<file path="config.mk">
export PLATFORM = sky130hd
export DESIGN_NAME = hist_mapreduce
export DESIGN_NICKNAME = d
export VERILOG_FILES = /design/src/rtl/hist_pkg.sv /design/src/rtl/hist_pe.sv /design/src/rtl/hist_merge.sv /design/src/rtl/hist_store.sv /design/src/rtl/hist_mapreduce.sv
export SDC_FILE = /design/constraint.sdc
export NUM_CORES = 1
export LEC_CHECK = 0
export ABC_AREA = 1
export BUFFER_PORTS_ARGS = -buffer_cell sky130_fd_sc_hd__buf_4
export CAP_MARGIN = 20
export CORE_UTILIZATION = 30
export CTS_CLUSTER_DIAMETER = 40
export DETAILED_ROUTE_END_ITERATION = 10
export HOLD_SLACK_MARGIN = 0.03
export PLACE_DENSITY = 0.49
export SLEW_MARGIN = 0
export SYNTH_ARGS = -nofsm -noshare
export SYNTH_HDL_FRONTEND = slang
export SYNTH_HIERARCHICAL = 1
export SYNTH_SLANG_ARGS = --single-unit
</file>
<file path="constraint.sdc">
create_clock -name clk -period 5.3 [get_ports clk]
set_input_delay 1.325 -clock clk [delete_from_list [all_inputs] [get_ports clk]]
set_output_delay 1.325 -clock clk [all_outputs]
set_load 0.05 [all_outputs]
</file>
<file path="src/rtl/hist_pkg.sv">
package hist_pkg;

  // Per-lane counting element phases
  typedef enum logic [1:0] {
    PE_IDLE  = 2'd0,
    PE_RUN   = 2'd1,
    PE_FLUSH = 2'd2,
    PE_DONE  = 2'd3
  } pe_state_t;

  // Task-level phases
  typedef enum logic [1:0] {
    TOP_IDLE  = 2'd0,
    TOP_MAP   = 2'd1,
    TOP_MERGE = 2'd2
  } top_state_t;

endpackage

</file>
<file path="src/rtl/hist_pe.sv">
// One counting element: partial histogram with run merging at one sample per cycle.
module hist_pe
  import hist_pkg::*;
#(
  parameter int BIN_W = 4,
  parameter int CNT_W = 8
) (
  input  logic             clk,
  input  logic             rst_n,
  input  logic             go,
  input  logic             in_valid,
  input  logic [BIN_W-1:0] in_bin,
  input  logic             in_last,
  input  logic [BIN_W-1:0] ext_addr,
  output logic [CNT_W-1:0] part_cnt,
  output logic             pe_done
);

  localparam int NBINS = 1 << BIN_W;

  pe_state_t        state_q, state_d;
  logic [BIN_W-1:0] cur_q, cur_d;     // bin of the open run
  logic [CNT_W-1:0] run_q, run_d;     // count held outside memory
  logic             base_q, base_d;   // memory base for the run is in flight
  logic             open_q, open_d;   // a run is open
  logic [CNT_W-1:0] rdata_q;
  logic [CNT_W-1:0] run_eff;
  logic [BIN_W-1:0] rd_ptr;
  logic             wr_en;
  logic             take;
  logic             same;

  logic [CNT_W-1:0] mem [NBINS];
  logic [NBINS-1:0] vld_q;

  // Next-state logic
  always_comb begin
    run_eff = run_q + (base_q ? rdata_q : '0);
    take    = (state_q == PE_RUN) && in_valid;
    same    = open_q && (in_bin == cur_q);
    state_d = state_q;
    cur_d   = cur_q;
    run_d   = run_eff;
    base_d  = 1'b0;
    open_d  = open_q;
    wr_en   = 1'b0;
    if (go) begin
      state_d = PE_RUN;
      open_d  = 1'b0;
      run_d   = '0;
    end else begin
      case (state_q)
        PE_RUN: begin
          if (take) begin
            if (same) begin
              run_d = run_eff + CNT_W'(1);
            end else begin
              wr_en  = open_q;
              run_d  = CNT_W'(1);
              base_d = 1'b1;
              cur_d  = in_bin;
              open_d = 1'b1;
            end
            if (in_last) state_d = PE_FLUSH;
          end
        end
        PE_FLUSH: begin
          wr_en   = 1'b1;
          state_d = PE_DONE;
        end
        default: ;
      endcase
    end
  end

  assign rd_ptr   = (state_q == PE_RUN) ? in_bin : ext_addr;
  assign part_cnt = rdata_q;
  assign pe_done  = (state_q == PE_DONE);

  // Registers
  always_ff @(posedge clk or negedge rst_n) begin
    if (!rst_n) begin
      state_q <= PE_IDLE;
      cur_q   <= '0;
      run_q   <= '0;
      base_q  <= 1'b0;
      open_q  <= 1'b0;
    end else begin
      state_q <= state_d;
      cur_q   <= cur_d;
      run_q   <= run_d;
      base_q  <= base_d;
      open_q  <= open_d;
    end
  end

  // Bin-valid flags give a single-cycle clear of the partial histogram
  always_ff @(posedge clk or negedge rst_n) begin
    if (!rst_n) begin
      vld_q <= '0;
    end else if (go) begin
      vld_q <= '0;
    end else if (wr_en) begin
      vld_q[cur_q] <= 1'b1;
    end
  end

  always_ff @(posedge clk or negedge rst_n) begin
    if (!rst_n) begin
      rdata_q <= '0;
    end else begin
      rdata_q <= vld_q[rd_ptr] ? mem[rd_ptr] : '0;
    end
  end

  always_ff @(posedge clk) begin
    if (wr_en) mem[cur_q] <= run_eff;
  end

endmodule

</file>
<file path="src/rtl/hist_merge.sv">
// Bin-wise reduction: one bin read per cycle, summed write one cycle later.
module hist_merge #(
  parameter int BIN_W = 4,
  parameter int CNT_W = 8
) (
  input  logic             clk,
  input  logic             rst_n,
  input  logic             go,
  input  logic [CNT_W-1:0] cnt_a,
  input  logic [CNT_W-1:0] cnt_b,
  output logic [BIN_W-1:0] rd_addr,
  output logic             wr_en,
  output logic [BIN_W-1:0] wr_addr,
  output logic [CNT_W:0]   wr_data,
  output logic             last_wr
);

  localparam logic [BIN_W-1:0] LAST_BIN = {BIN_W{1'b1}};

  logic             act_q, act_d;
  logic [BIN_W-1:0] idx_q, idx_d;
  logic             wv_q;
  logic [BIN_W-1:0] wa_q;

  always_comb begin
    act_d = act_q;
    idx_d = idx_q;
    if (go) begin
      act_d = 1'b1;
      idx_d = '0;
    end else if (act_q) begin
      idx_d = idx_q + BIN_W'(1);
      if (idx_q == LAST_BIN) act_d = 1'b0;
    end
  end

  always_ff @(posedge clk or negedge rst_n) begin
    if (!rst_n) begin
      act_q <= 1'b0;
      idx_q <= '0;
      wv_q  <= 1'b0;
      wa_q  <= '0;
    end else begin
      act_q <= act_d;
      idx_q <= idx_d;
      wv_q  <= act_q;
      wa_q  <= idx_q;
    end
  end

  assign rd_addr = idx_q;
  assign wr_en   = wv_q;
  assign wr_addr = wa_q;
  assign wr_data = {1'b0, cnt_a} + {1'b0, cnt_b};
  assign last_wr = wv_q && (wa_q == LAST_BIN);

endmodule

</file>
<file path="src/rtl/hist_store.sv">
// Final histogram memory with a registered read port.
module hist_store #(
  parameter int BIN_W = 4,
  parameter int DAT_W = 9
) (
  input  logic             clk,
  input  logic             wr_en,
  input  logic [BIN_W-1:0] wr_addr,
  input  logic [DAT_W-1:0] wr_data,
  input  logic [BIN_W-1:0] rd_addr,
  output logic [DAT_W-1:0] rd_data
);

  localparam int NBINS = 1 << BIN_W;

  logic [DAT_W-1:0] mem [NBINS];

  always_ff @(posedge clk) begin
    if (wr_en) mem[wr_addr] <= wr_data;
    rd_data <= mem[rd_addr];
  end

endmodule

</file>
<file path="src/rtl/hist_mapreduce.sv">
module hist_mapreduce
  import hist_pkg::*;
#(
  parameter int BIN_W = 4,
  parameter int CNT_W = 8
) (
  input  logic             clk,
  input  logic             rst_n,
  input  logic             start,
  input  logic             a_valid,
  input  logic [BIN_W-1:0] a_bin,
  input  logic             a_last,
  input  logic             b_valid,
  input  logic [BIN_W-1:0] b_bin,
  input  logic             b_last,
  input  logic [BIN_W-1:0] rd_addr,
  output logic [CNT_W:0]   rd_data,
  output logic             done
);

  localparam int LANES = 2;
  localparam int OUT_W = CNT_W + 1;

  // Reset: asynchronous assert, synchronous release
  logic [1:0] rsync_q;
  logic       rst_sn;

  always_ff @(posedge clk or negedge rst_n) begin
    if (!rst_n) rsync_q <= 2'b00;
    else        rsync_q <= {rsync_q[0], 1'b1};
  end
  assign rst_sn = rsync_q[1];

  // Lane fan-in
  logic [LANES-1:0] lane_valid;
  logic [LANES-1:0] lane_last;
  logic [LANES-1:0] lane_done;
  logic [BIN_W-1:0] lane_bin [LANES];
  logic [CNT_W-1:0] lane_cnt [LANES];

  assign lane_valid  = {b_valid, a_valid};
  assign lane_last   = {b_last, a_last};
  assign lane_bin[0] = a_bin;
  assign lane_bin[1] = b_bin;

  top_state_t       state_q, state_d;
  logic             done_q, done_d;
  logic             go_map;
  logic             go_merge;
  logic [BIN_W-1:0] mg_rd_addr;
  logic             mg_wr_en;
  logic [BIN_W-1:0] mg_wr_addr;
  logic [OUT_W-1:0] mg_wr_data;
  logic             mg_last;

  // Task control
  always_comb begin
    go_map   = start && (state_q == TOP_IDLE);
    go_merge = (state_q == TOP_MAP) && (&lane_done);
    state_d  = state_q;
    done_d   = done_q;
    case (state_q)
      TOP_IDLE:  if (go_map) state_d = TOP_MAP;
      TOP_MAP:   if (go_merge) state_d = TOP_MERGE;
      TOP_MERGE: if (mg_last) state_d = TOP_IDLE;
      default:   state_d = TOP_IDLE;
    endcase
    if (go_map)       done_d = 1'b0;
    else if (mg_last) done_d = 1'b1;
  end

  always_ff @(posedge clk or negedge rst_sn) begin
    if (!rst_sn) begin
      state_q <= TOP_IDLE;
      done_q  <= 1'b0;
    end else begin
      state_q <= state_d;
      done_q  <= done_d;
    end
  end

  assign done = done_q;

  // Map stage: one counting element per lane
  for (genvar g = 0; g < LANES; g++) begin : g_lane
    hist_pe #(
      .BIN_W (BIN_W),
      .CNT_W (CNT_W)
    ) u_pe (
      .clk      (clk),
      .rst_n    (rst_sn),
      .go       (go_map),
      .in_valid (lane_valid[g]),
      .in_bin   (lane_bin[g]),
      .in_last  (lane_last[g]),
      .ext_addr (mg_rd_addr),
      .part_cnt (lane_cnt[g]),
      .pe_done  (lane_done[g])
    );
  end

  // Reduce stage
  hist_merge #(
    .BIN_W (BIN_W),
    .CNT_W (CNT_W)
  ) u_merge (
    .clk     (clk),
    .rst_n   (rst_sn),
    .go      (go_merge),
    .cnt_a   (lane_cnt[0]),
    .cnt_b   (lane_cnt[1]),
    .rd_addr (mg_rd_addr),
    .wr_en   (mg_wr_en),
    .wr_addr (mg_wr_addr),
    .wr_data (mg_wr_data),
    .last_wr (mg_last)
  );

  hist_store #(
    .BIN_W (BIN_W),
    .DAT_W (OUT_W)
  ) u_store (
    .clk     (clk),
    .wr_en   (mg_wr_en),
    .wr_addr (mg_wr_addr),
    .wr_data (mg_wr_data),
    .rd_addr (rd_addr),
    .rd_data (rd_data)
  );

endmodule

</file>
==> run metrics, run 1 <==
net count after synthesis between 2000 and 2500; average footprint of a synthesized cell a little over 10 sq um; Inserted Clock Buffers slightly above 80; number of DRC violations after detailed-routing iteration 0 1104; Final Core Density 0.356; Filler Cell Count 7403; Port-buffer cells 28; Post-Route WL 57400 microns; final std cells w/o fill between 3000 and 4000; insertion delay of the later-clocked pin in the worst-skew pair 0.66 ns; RSZ-0062 raised after global routing no; startpoint type of the worst setup path register; met1 layer wirelength in the final routing ~27000 microns; via count of the routed design 15600; number of remaining DRC errors 0; power per standard cell area 630 nW/um^2; total congestion overflow after global routing 0; signed area change from the synthesized netlist to the final layout 17.4%; clock tree root buffer cell sky130_fd_sc_hd__clkbuf_16; maximum clock frequency 323 MHz; TNS Setup 0 ns; Clock Sink Count 504; layout cells sized above 1 0.0943; placed cells 3166; CP Class register to register; warnings from Yosys 6; post-synthesis cell type with the largest combined area sky130_fd_sc_hd__edfxtp_1; total inserted antenna cells 0; number of unique standard cell types used by synthesis 41; top area cells in the synthesized netlist sky130_fd_sc_hd__edfxtp_1, sky130_fd_sc_hd__nand2_1, sky130_fd_sc_hd__dfrtp_1; Worst Reg2Reg Path Length in Cells 9; clock buffer depth 3; die footprint ~76000 sq um; sort of element at the end of the critical path register; largest fanout on the critical path 15; site row count 100; fraction of post-synthesis cell area in the top cell type by area 0.532; setup slack of the most critical reg-to-reg path 2.20 ns; MaxCap Viol Count 0; result of the run finished clean; met2 layer wire length in the routed design 26200 microns; CTS resizes 0; final estimated routing congestion in global placement 0.837; antenna violations before repair 0; worst slew slack as a fraction of its limit 0.256; number of vias per cell after detailed routing 4.68; antenna violation net count after detailed routing 0; number of iterations in the first detailed-routing pass 7; maximum number of pins on one net before global-route repair 80; clock edge transition at the registers on the reported setup and hold paths roughly 0.060 ns; Tightest Hold Check Type register to async pin; initial core utilization 0.303; die outline width 276 microns; average detailed-routed wire length per instance ~17 microns; startpoint of the worst register-to-register path g_lane[1].u_pe/state_q[1]; Total GRT Usage 0.150; clock tree from TritonCTS done; final worst-path cycle share 0.585; leakage power of the design 11.2 nW; via count of the first global-routing pass about 15000; max-slew violation count 0; wire length of the first global-routing pass 88500 microns; post-synth design cell area roughly 23000 sq um; Setup Skew around 0.079 ns; core area 74400 sq um; power consumption approximately 17 mW; reg2reg end g_lane[1].u_pe/mem[6][7]; height of the die roughly 280 microns; data arrival time of the worst path between 3 and 4 ns; IR drop worst, VDD 0.000377 V; Detailed Place HPWL roughly 36000 microns; number of top-level design ports 29; Synth Register Bits 504; final hold violation count 0; CTS hold repair buffers 0; gate count after technology mapping 2241; routed wl met3 3110 microns; net count of the finished layout 2336; Seq/Total Area, Yosys 0.645; setup fix buffers added after clock tree synthesis 0; worst-margin pin slew 1.11 ns; crit path time final 3.10 ns; critical path data required time between 5 and 6 ns; Top Layer Used met4; deepest level of the CTS H-tree 3; setup violation total in the final timing report 0
==> through the flow <==
| step | worst slack [ns] | hold slack [ns] | instance area [sq um] |
|---|---|---|---|
| finish | 2.20 | 0.257 | 26500 |
| global route | 1.89 | 0.291 | 26500 |
| CTS | 1.87 | 0.274 | 26500 |
| detailed placement | 1.59 | 0.285 | 23500 |
| global placement | 1.38 | 0.272 | 23500 |
| floorplan | 2.46 | 0.331 | 22600 |
==> cells in the mapped netlist <==
library cell / instances
sky130_fd_sc_hd__nor2_1: 112
sky130_fd_sc_hd__inv_4: 1
sky130_fd_sc_hd__edfxtp_1: 400
sky130_fd_sc_hd__buf_4: 23
sky130_fd_sc_hd__nor3_1: 5
sky130_fd_sc_hd__or2_4: 2
sky130_fd_sc_hd__dfxtp_1: 9
sky130_fd_sc_hd__o21ai_4: 1
sky130_fd_sc_hd__ha_1: 31
sky130_fd_sc_hd__a21oi_1: 22
sky130_fd_sc_hd__nand2_2: 9
sky130_fd_sc_hd__nand2_1: 735
sky130_fd_sc_hd__inv_8: 1
sky130_fd_sc_hd__nand4_1: 11
sky130_fd_sc_hd__inv_2: 12
sky130_fd_sc_hd__fa_1: 3
sky130_fd_sc_hd__buf_2: 39
sky130_fd_sc_hd__buf_6: 19
sky130_fd_sc_hd__o21ai_1: 14
sky130_fd_sc_hd__a41oi_1: 1
sky130_fd_sc_hd__o211ai_1: 14
sky130_fd_sc_hd__o21ai_0: 17
sky130_fd_sc_hd__dfrtp_1: 95
sky130_fd_sc_hd__nand3b_1: 6
sky130_fd_sc_hd__clkbuf_1: 5
sky130_fd_sc_hd__nor3b_1: 2
sky130_fd_sc_hd__inv_1: 235
sky130_fd_sc_hd__nor2_2: 4
sky130_fd_sc_hd__o21bai_1: 2
sky130_fd_sc_hd__a21o_1: 2
sky130_fd_sc_hd__nand3b_4: 1
sky130_fd_sc_hd__clkinv_1: 1
sky130_fd_sc_hd__o22ai_1: 6
sky130_fd_sc_hd__conb_1: 1
sky130_fd_sc_hd__nand3_2: 1
sky130_fd_sc_hd__nand2_4: 1
sky130_fd_sc_hd__xnor2_1: 2
sky130_fd_sc_hd__o21ai_2: 5
sky130_fd_sc_hd__a22oi_1: 2
sky130_fd_sc_hd__xor2_1: 11
sky130_fd_sc_hd__nand3_1: 378
==> worst max-delay path by stage <==
stage	startpoint	to	slack, ns	cells past startpoint
floorplan	rsync_q[1]	done	2.46	0
global placement	start	g_lane[1].u_pe/mem[6][5]	1.38	6
detailed placement	start	g_lane[0].u_pe/mem[9][1]	1.59	7
CTS	g_lane[1].u_pe/base_q	g_lane[1].u_pe/run_q[7]	1.87	12
global route	g_lane[1].u_pe/state_q[1]	g_lane[1].u_pe/mem[8][7]	1.89	9
finish	g_lane[1].u_pe/state_q[1]	g_lane[1].u_pe/mem[6][7]	2.20	9
==> sequential cells by signal (all words and copies together) (netlist names), 2 cells and up <==
register / flops
u_store/rd_data: 9
u_store/mem: 144
g_lane.u_pe/run_q: 16
g_lane.u_pe/state_q: 4
u_merge/rd_addr: 4
g_lane.u_pe/open_q: 2
rsync_q: 2
u_merge/wr_addr: 4
g_lane.u_pe/mem: 256
g_lane.u_pe/vld_q: 32
g_lane.u_pe/base_q: 2
g_lane.u_pe/cur_q: 8
state_q: 2
g_lane.u_pe/part_cnt: 16
==> power breakdown <==
group	total, mW	switching (mW)	internal [mW]
clock	5.53	2.04	3.50
sequential	5.75	0.337	5.41
combinational	5.41	4.04	1.37
total	16.7	6.41	10.3
==> placed cells by master, fill, tap and decap left out, types with 5 or more instances in the layout <==
| cell type | count |
|---|---|
| sky130_fd_sc_hd__xor2_1 | 11 |
| sky130_fd_sc_hd__bufinv_16 | 10 |
| sky130_fd_sc_hd__o21ai_2 | 5 |
| sky130_fd_sc_hd__nand2_2 | 9 |
| sky130_fd_sc_hd__o22ai_1 | 6 |
| sky130_fd_sc_hd__o21ai_1 | 14 |
| sky130_fd_sc_hd__clkinv_4 | 7 |
| sky130_fd_sc_hd__clkinv_2 | 14 |
| sky130_fd_sc_hd__inv_1 | 235 |
| sky130_fd_sc_hd__ha_1 | 31 |
| sky130_fd_sc_hd__clkbuf_16 | 83 |
| sky130_fd_sc_hd__inv_6 | 7 |
| sky130_fd_sc_hd__clkinv_16 | 5 |
| sky130_fd_sc_hd__dfxtp_1 | 9 |
| sky130_fd_sc_hd__clkinv_1 | 9 |
| sky130_fd_sc_hd__edfxtp_1 | 400 |
| sky130_fd_sc_hd__o21ai_0 | 17 |
| sky130_fd_sc_hd__inv_2 | 12 |
| sky130_fd_sc_hd__buf_4 | 41 |
| sky130_fd_sc_hd__o211ai_1 | 14 |
| sky130_fd_sc_hd__clkbuf_1 | 9 |
| sky130_fd_sc_hd__nand4_1 | 11 |
| sky130_fd_sc_hd__nor2_1 | 112 |
| sky130_fd_sc_hd__nand3_1 | 378 |
| sky130_fd_sc_hd__nor3_1 | 5 |
| sky130_fd_sc_hd__inv_8 | 5 |
| sky130_fd_sc_hd__dfrtp_1 | 94 |
| sky130_fd_sc_hd__nand2_1 | 735 |
| sky130_fd_sc_hd__nand3b_1 | 6 |
| sky130_fd_sc_hd__a21oi_1 | 22 |
==> routing by layer <==
layer | GRT usage | vias to the layer above
li1 | - | 7547
met1 | 0.208 | 7468
met2 | 0.235 | 432
met3 | 0.0305 | 107
met4 | 0.0490 | 0
met5 | 0 | -
==> worst max-delay path: stages, from the launching register on <==
cell and delay, ns:
sky130_fd_sc_hd__dfrtp_1 0.40, sky130_fd_sc_hd__inv_1 0.08, sky130_fd_sc_hd__ha_1 0.44, sky130_fd_sc_hd__nand2_1 0.20, sky130_fd_sc_hd__inv_1 0.19, sky130_fd_sc_hd__nand3_1 0.10, sky130_fd_sc_hd__nand2_1 0.06, sky130_fd_sc_hd__nand2_1 0.37
sky130_fd_sc_hd__buf_16 0.32, sky130_fd_sc_hd__nor2_1 0.56
==> area by class of cell <==
cell class / instances / area, sq um / share of cell area
Multi-Input combinational cell: 1401 / 6460 / 0.244
Clock buffer: 96 / 2170 / 0.0818
Inverter: 250 / 948 / 0.0358
Tap cell: 969 / 1210 / 0.0458
Timing Repair Buffer: 43 / 350 / 0.0132
Clock inverter: 60 / 777 / 0.0293
Sequential cell: 504 / 14600 / 0.550
==> cell families after synthesis <==
family | count (synthesis) | synth area share
AO/OA/AOI/OAI | 86 | 0.0231
XOR/XNOR | 13 | 0.00504
adder cells (fa/ha/maj) | 34 | 0.0198
buffers and inverters | 336 | 0.0686
flip-flops | 504 | 0.645
other | 1 | 0.000166
AND/OR/NAND/NOR | 1267 | 0.238
Power figures use the tool's default switching activity.
==> run 2: changes to the inputs <==
Clock period 5.3 ns to 2.95 ns, I/O delays scaled along.
==> run 2 against run 1 <==
Sequential cell count unchanged. Clock power is 81% higher. Power increased by 82%. Utilization is 0.76 points higher. Die area unchanged. Wire length rose by 2.3%. First-iteration DRC count up 8.5%. Largest cell class unchanged. Clock skew down 0.033 ns. Highest routed layer unchanged. Global-route usage rose by 0.28 points. Largest power group unchanged. Cell count is 2.1% higher. Combinational power grew 85%. Sequential share of layout area fell by 1.2 points.
==> run metrics, run 2 (synthesized netlist as in run 1, its figures left out) <==
net count of the finished layout 2403; cells traversed along the worst timing path nand2_1 -> inv_1 -> ha_1 -> fa_1 -> nand4_1 -> nor2_1 -> nand3_1 -> nor2_1 -> nand3_1 -> nand2_1 -> inv_1 -> nor2_1; Inserted Clock Buffers 88; final std cells w/o fill 3393; data arrival time of the worst path 3.09 ns; clock edge transition at the registers on the reported setup and hold paths 0.05 ns; startpoint type of the worst setup path register; final hold violation count 0; final worst-path cycle share 0.855; fraction of power consumed by sequential logic 0.340; Detailed Place HPWL 37300 microns; setup slack of the most critical reg-to-reg path 0.43 ns; sort of element at the end of the critical path register; signed area change from the synthesized netlist to the final layout 19.9%; Port-buffer cells 28; via count of the routed design 15800; Clock Sink Count a little over 500; largest registers g_lane.u_pe/mem: 256 flops, u_store/mem: 144 flops, g_lane.u_pe/vld_q: 32 flops; height of the die 276 microns; number of top-level design ports 29; reg2reg end g_lane[1].u_pe/run_q[7]; result of the run finished clean; worst slew slack as a fraction of its limit 0.435; initial core utilization 0.303; power per standard cell area 1120 nW/um^2; total congestion overflow after global routing 0; core area 74400 sq um; Tightest Hold Check Type primary input to register; number of vias per cell after detailed routing 4.66; CP peak stage delay 0.65 ns; Comb pwr share 0.330; antenna violation net count after detailed routing 0; wire length of the first global-routing pass 90600 microns; IR drop worst, VDD between 0.0007 and 0.0008 V; maximum clock frequency 396 MHz; deepest level of the CTS H-tree 3; leakage power of the design about 12 nW; largest fanout on the critical path 8; most common library cell in the layout ignoring fill and taps sky130_fd_sc_hd__nand2_1; setup violation total in the final timing report 0; NetSw between 10 and 15 mW; most frequent cells in the layout sky130_fd_sc_hd__nand2_1, sky130_fd_sc_hd__edfxtp_1, sky130_fd_sc_hd__nand3_1; Total GRT Usage 0.153; clock tree root buffer cell sky130_fd_sc_hd__clkbuf_16; RSZ-0062 raised after global routing no; crit path time final 2.52 ns; insertion delay of the later-clocked pin in the worst-skew pair 0.65 ns; power share of the clock group 0.330; Post-Route WL 58700 microns; setup fix buffers added after clock tree synthesis 0; antenna violations before repair 0; cell type with the highest occurrence count on the critical path sky130_fd_sc_hd__nor2_1; maximum number of pins on one net before global-route repair 76; layout cells sized above 1 0.117; die footprint 76300 sq um; clock tree from TritonCTS done; max reg flops 256; Filler Cell Count 7374; worst setup slack before clock tree synthesis 0.362 ns; via count of the first global-routing pass 15200; startpoint of the worst register-to-register path g_lane[1].u_pe/base_q; post-layout worst setup margin roughly 0.43 ns; site row count 100; Switching Fraction 0.379; number of instances on the worst hold path 2; number of iterations in the first detailed-routing pass 5; CP Class register to register; Max stage delay cell, worst path sky130_fd_sc_hd__fa_1; final estimated routing congestion in global placement 0.805; average detailed-routed wire length per instance 17.3 microns; placed cells 3228; startpoint of the worst hold path start; worst-margin pin slew 0.844 ns; total inserted antenna cells 0; MaxCap Viol Count 0; max-slew violation count 0; clock buffer depth 3; Hold Worst Slack 0.284 ns; critical path data required time 3.52 ns; largest reg by FF count g_lane.u_pe/mem; Setup Skew 0.0457 ns; TNS Setup 0 ns; internal power contribution 18.9 mW; number of DRC violations after detailed-routing iteration 0 around 1200; die outline width 276 microns; end of the worst hold path done; Worst Reg2Reg Path Length in Cells 12; number of remaining DRC errors 0
-- run 2: per-layer routing --
layer	track usage	part of all wire	vias to the layer above
met5	0	0	-
met4	0.0476	0.020	0
met3	0.0297	0.052	80
met2	0.234	0.45	413
met1	0.218	0.48	7644
li1	-	-	7689
-- run 2: critical path, delay by kind of cell, from the launching register on --
| kind | cells | cell delay (ns) |
|---|---|---|
| fa+ha+maj | 2 | 0.89 |
| buf+inv | 2 | 0.10 |
| simple gates | 8 | 1.00 |
| flops | 1 | 0.45 |
-- run 2: area by class of cell --
class / count / area [sq um] / share of cell area
sequential: 504 / 14600 / 0.539
multi-input combinational: 1401 / 6450 / 0.239
clock buffer: 104 / 2300 / 0.0851
tap: 969 / 1210 / 0.0448
inverter: 250 / 948 / 0.0351
timing repair buffer: 105 / 878 / 0.0325
clock inverter: 60 / 686 / 0.0253
-- run 2: how the worst max path moves through the flow --
| stage | from | endpoint | slack, ns | cells after the start |
|---|---|---|---|---|
| final | g_lane[1].u_pe/base_q | g_lane[1].u_pe/run_q[7] | 0.43 | 12 |
| after global placement | start | g_lane[0].u_pe/mem[10][3] | 0.32 | 6 |
| after floorplan | rsync_q[1] | done | 0.11 | 0 |
| after global routing | g_lane[1].u_pe/base_q | g_lane[1].u_pe/run_q[6] | 0.14 | 12 |
| after detailed placement | start | g_lane[0].u_pe/mem[2][0] | 0.36 | 6 |
| after CTS | g_lane[0].u_pe/state_q[1] | g_lane[0].u_pe/part_cnt[3] | 0.44 | 9 |
-- run 2: timing repair --
action / 4_1_cts / 5_1_grt
resized for setup: 0 / 0
hold endpoints to repair: 2 / 0
hold buffers: 1 / 0
-- run 2: through the flow --
step	instance area, sq um	total power [mW]	util
global placement	24100	20.4	0.323
CTS	27100	30.7	0.363
finish	27100	30.4	0.363
global route	27100	32.1	0.363
detailed placement	24100	20.5	0.323
floorplan	22600	17.0	-
-- run 2: power groups by stage --
stage / clock [mW] / combinational (mW) / sequential (mW)
floorplan: 0 / 6.72 / 10.2
global placement: 0 / 9.97 / 10.4
detailed placement: 0 / 10.1 / 10.4
CTS: 10.2 / 10.1 / 10.3
global route: 10.6 / 11.1 / 10.4
finish: 10.0 / 10.0 / 10.3
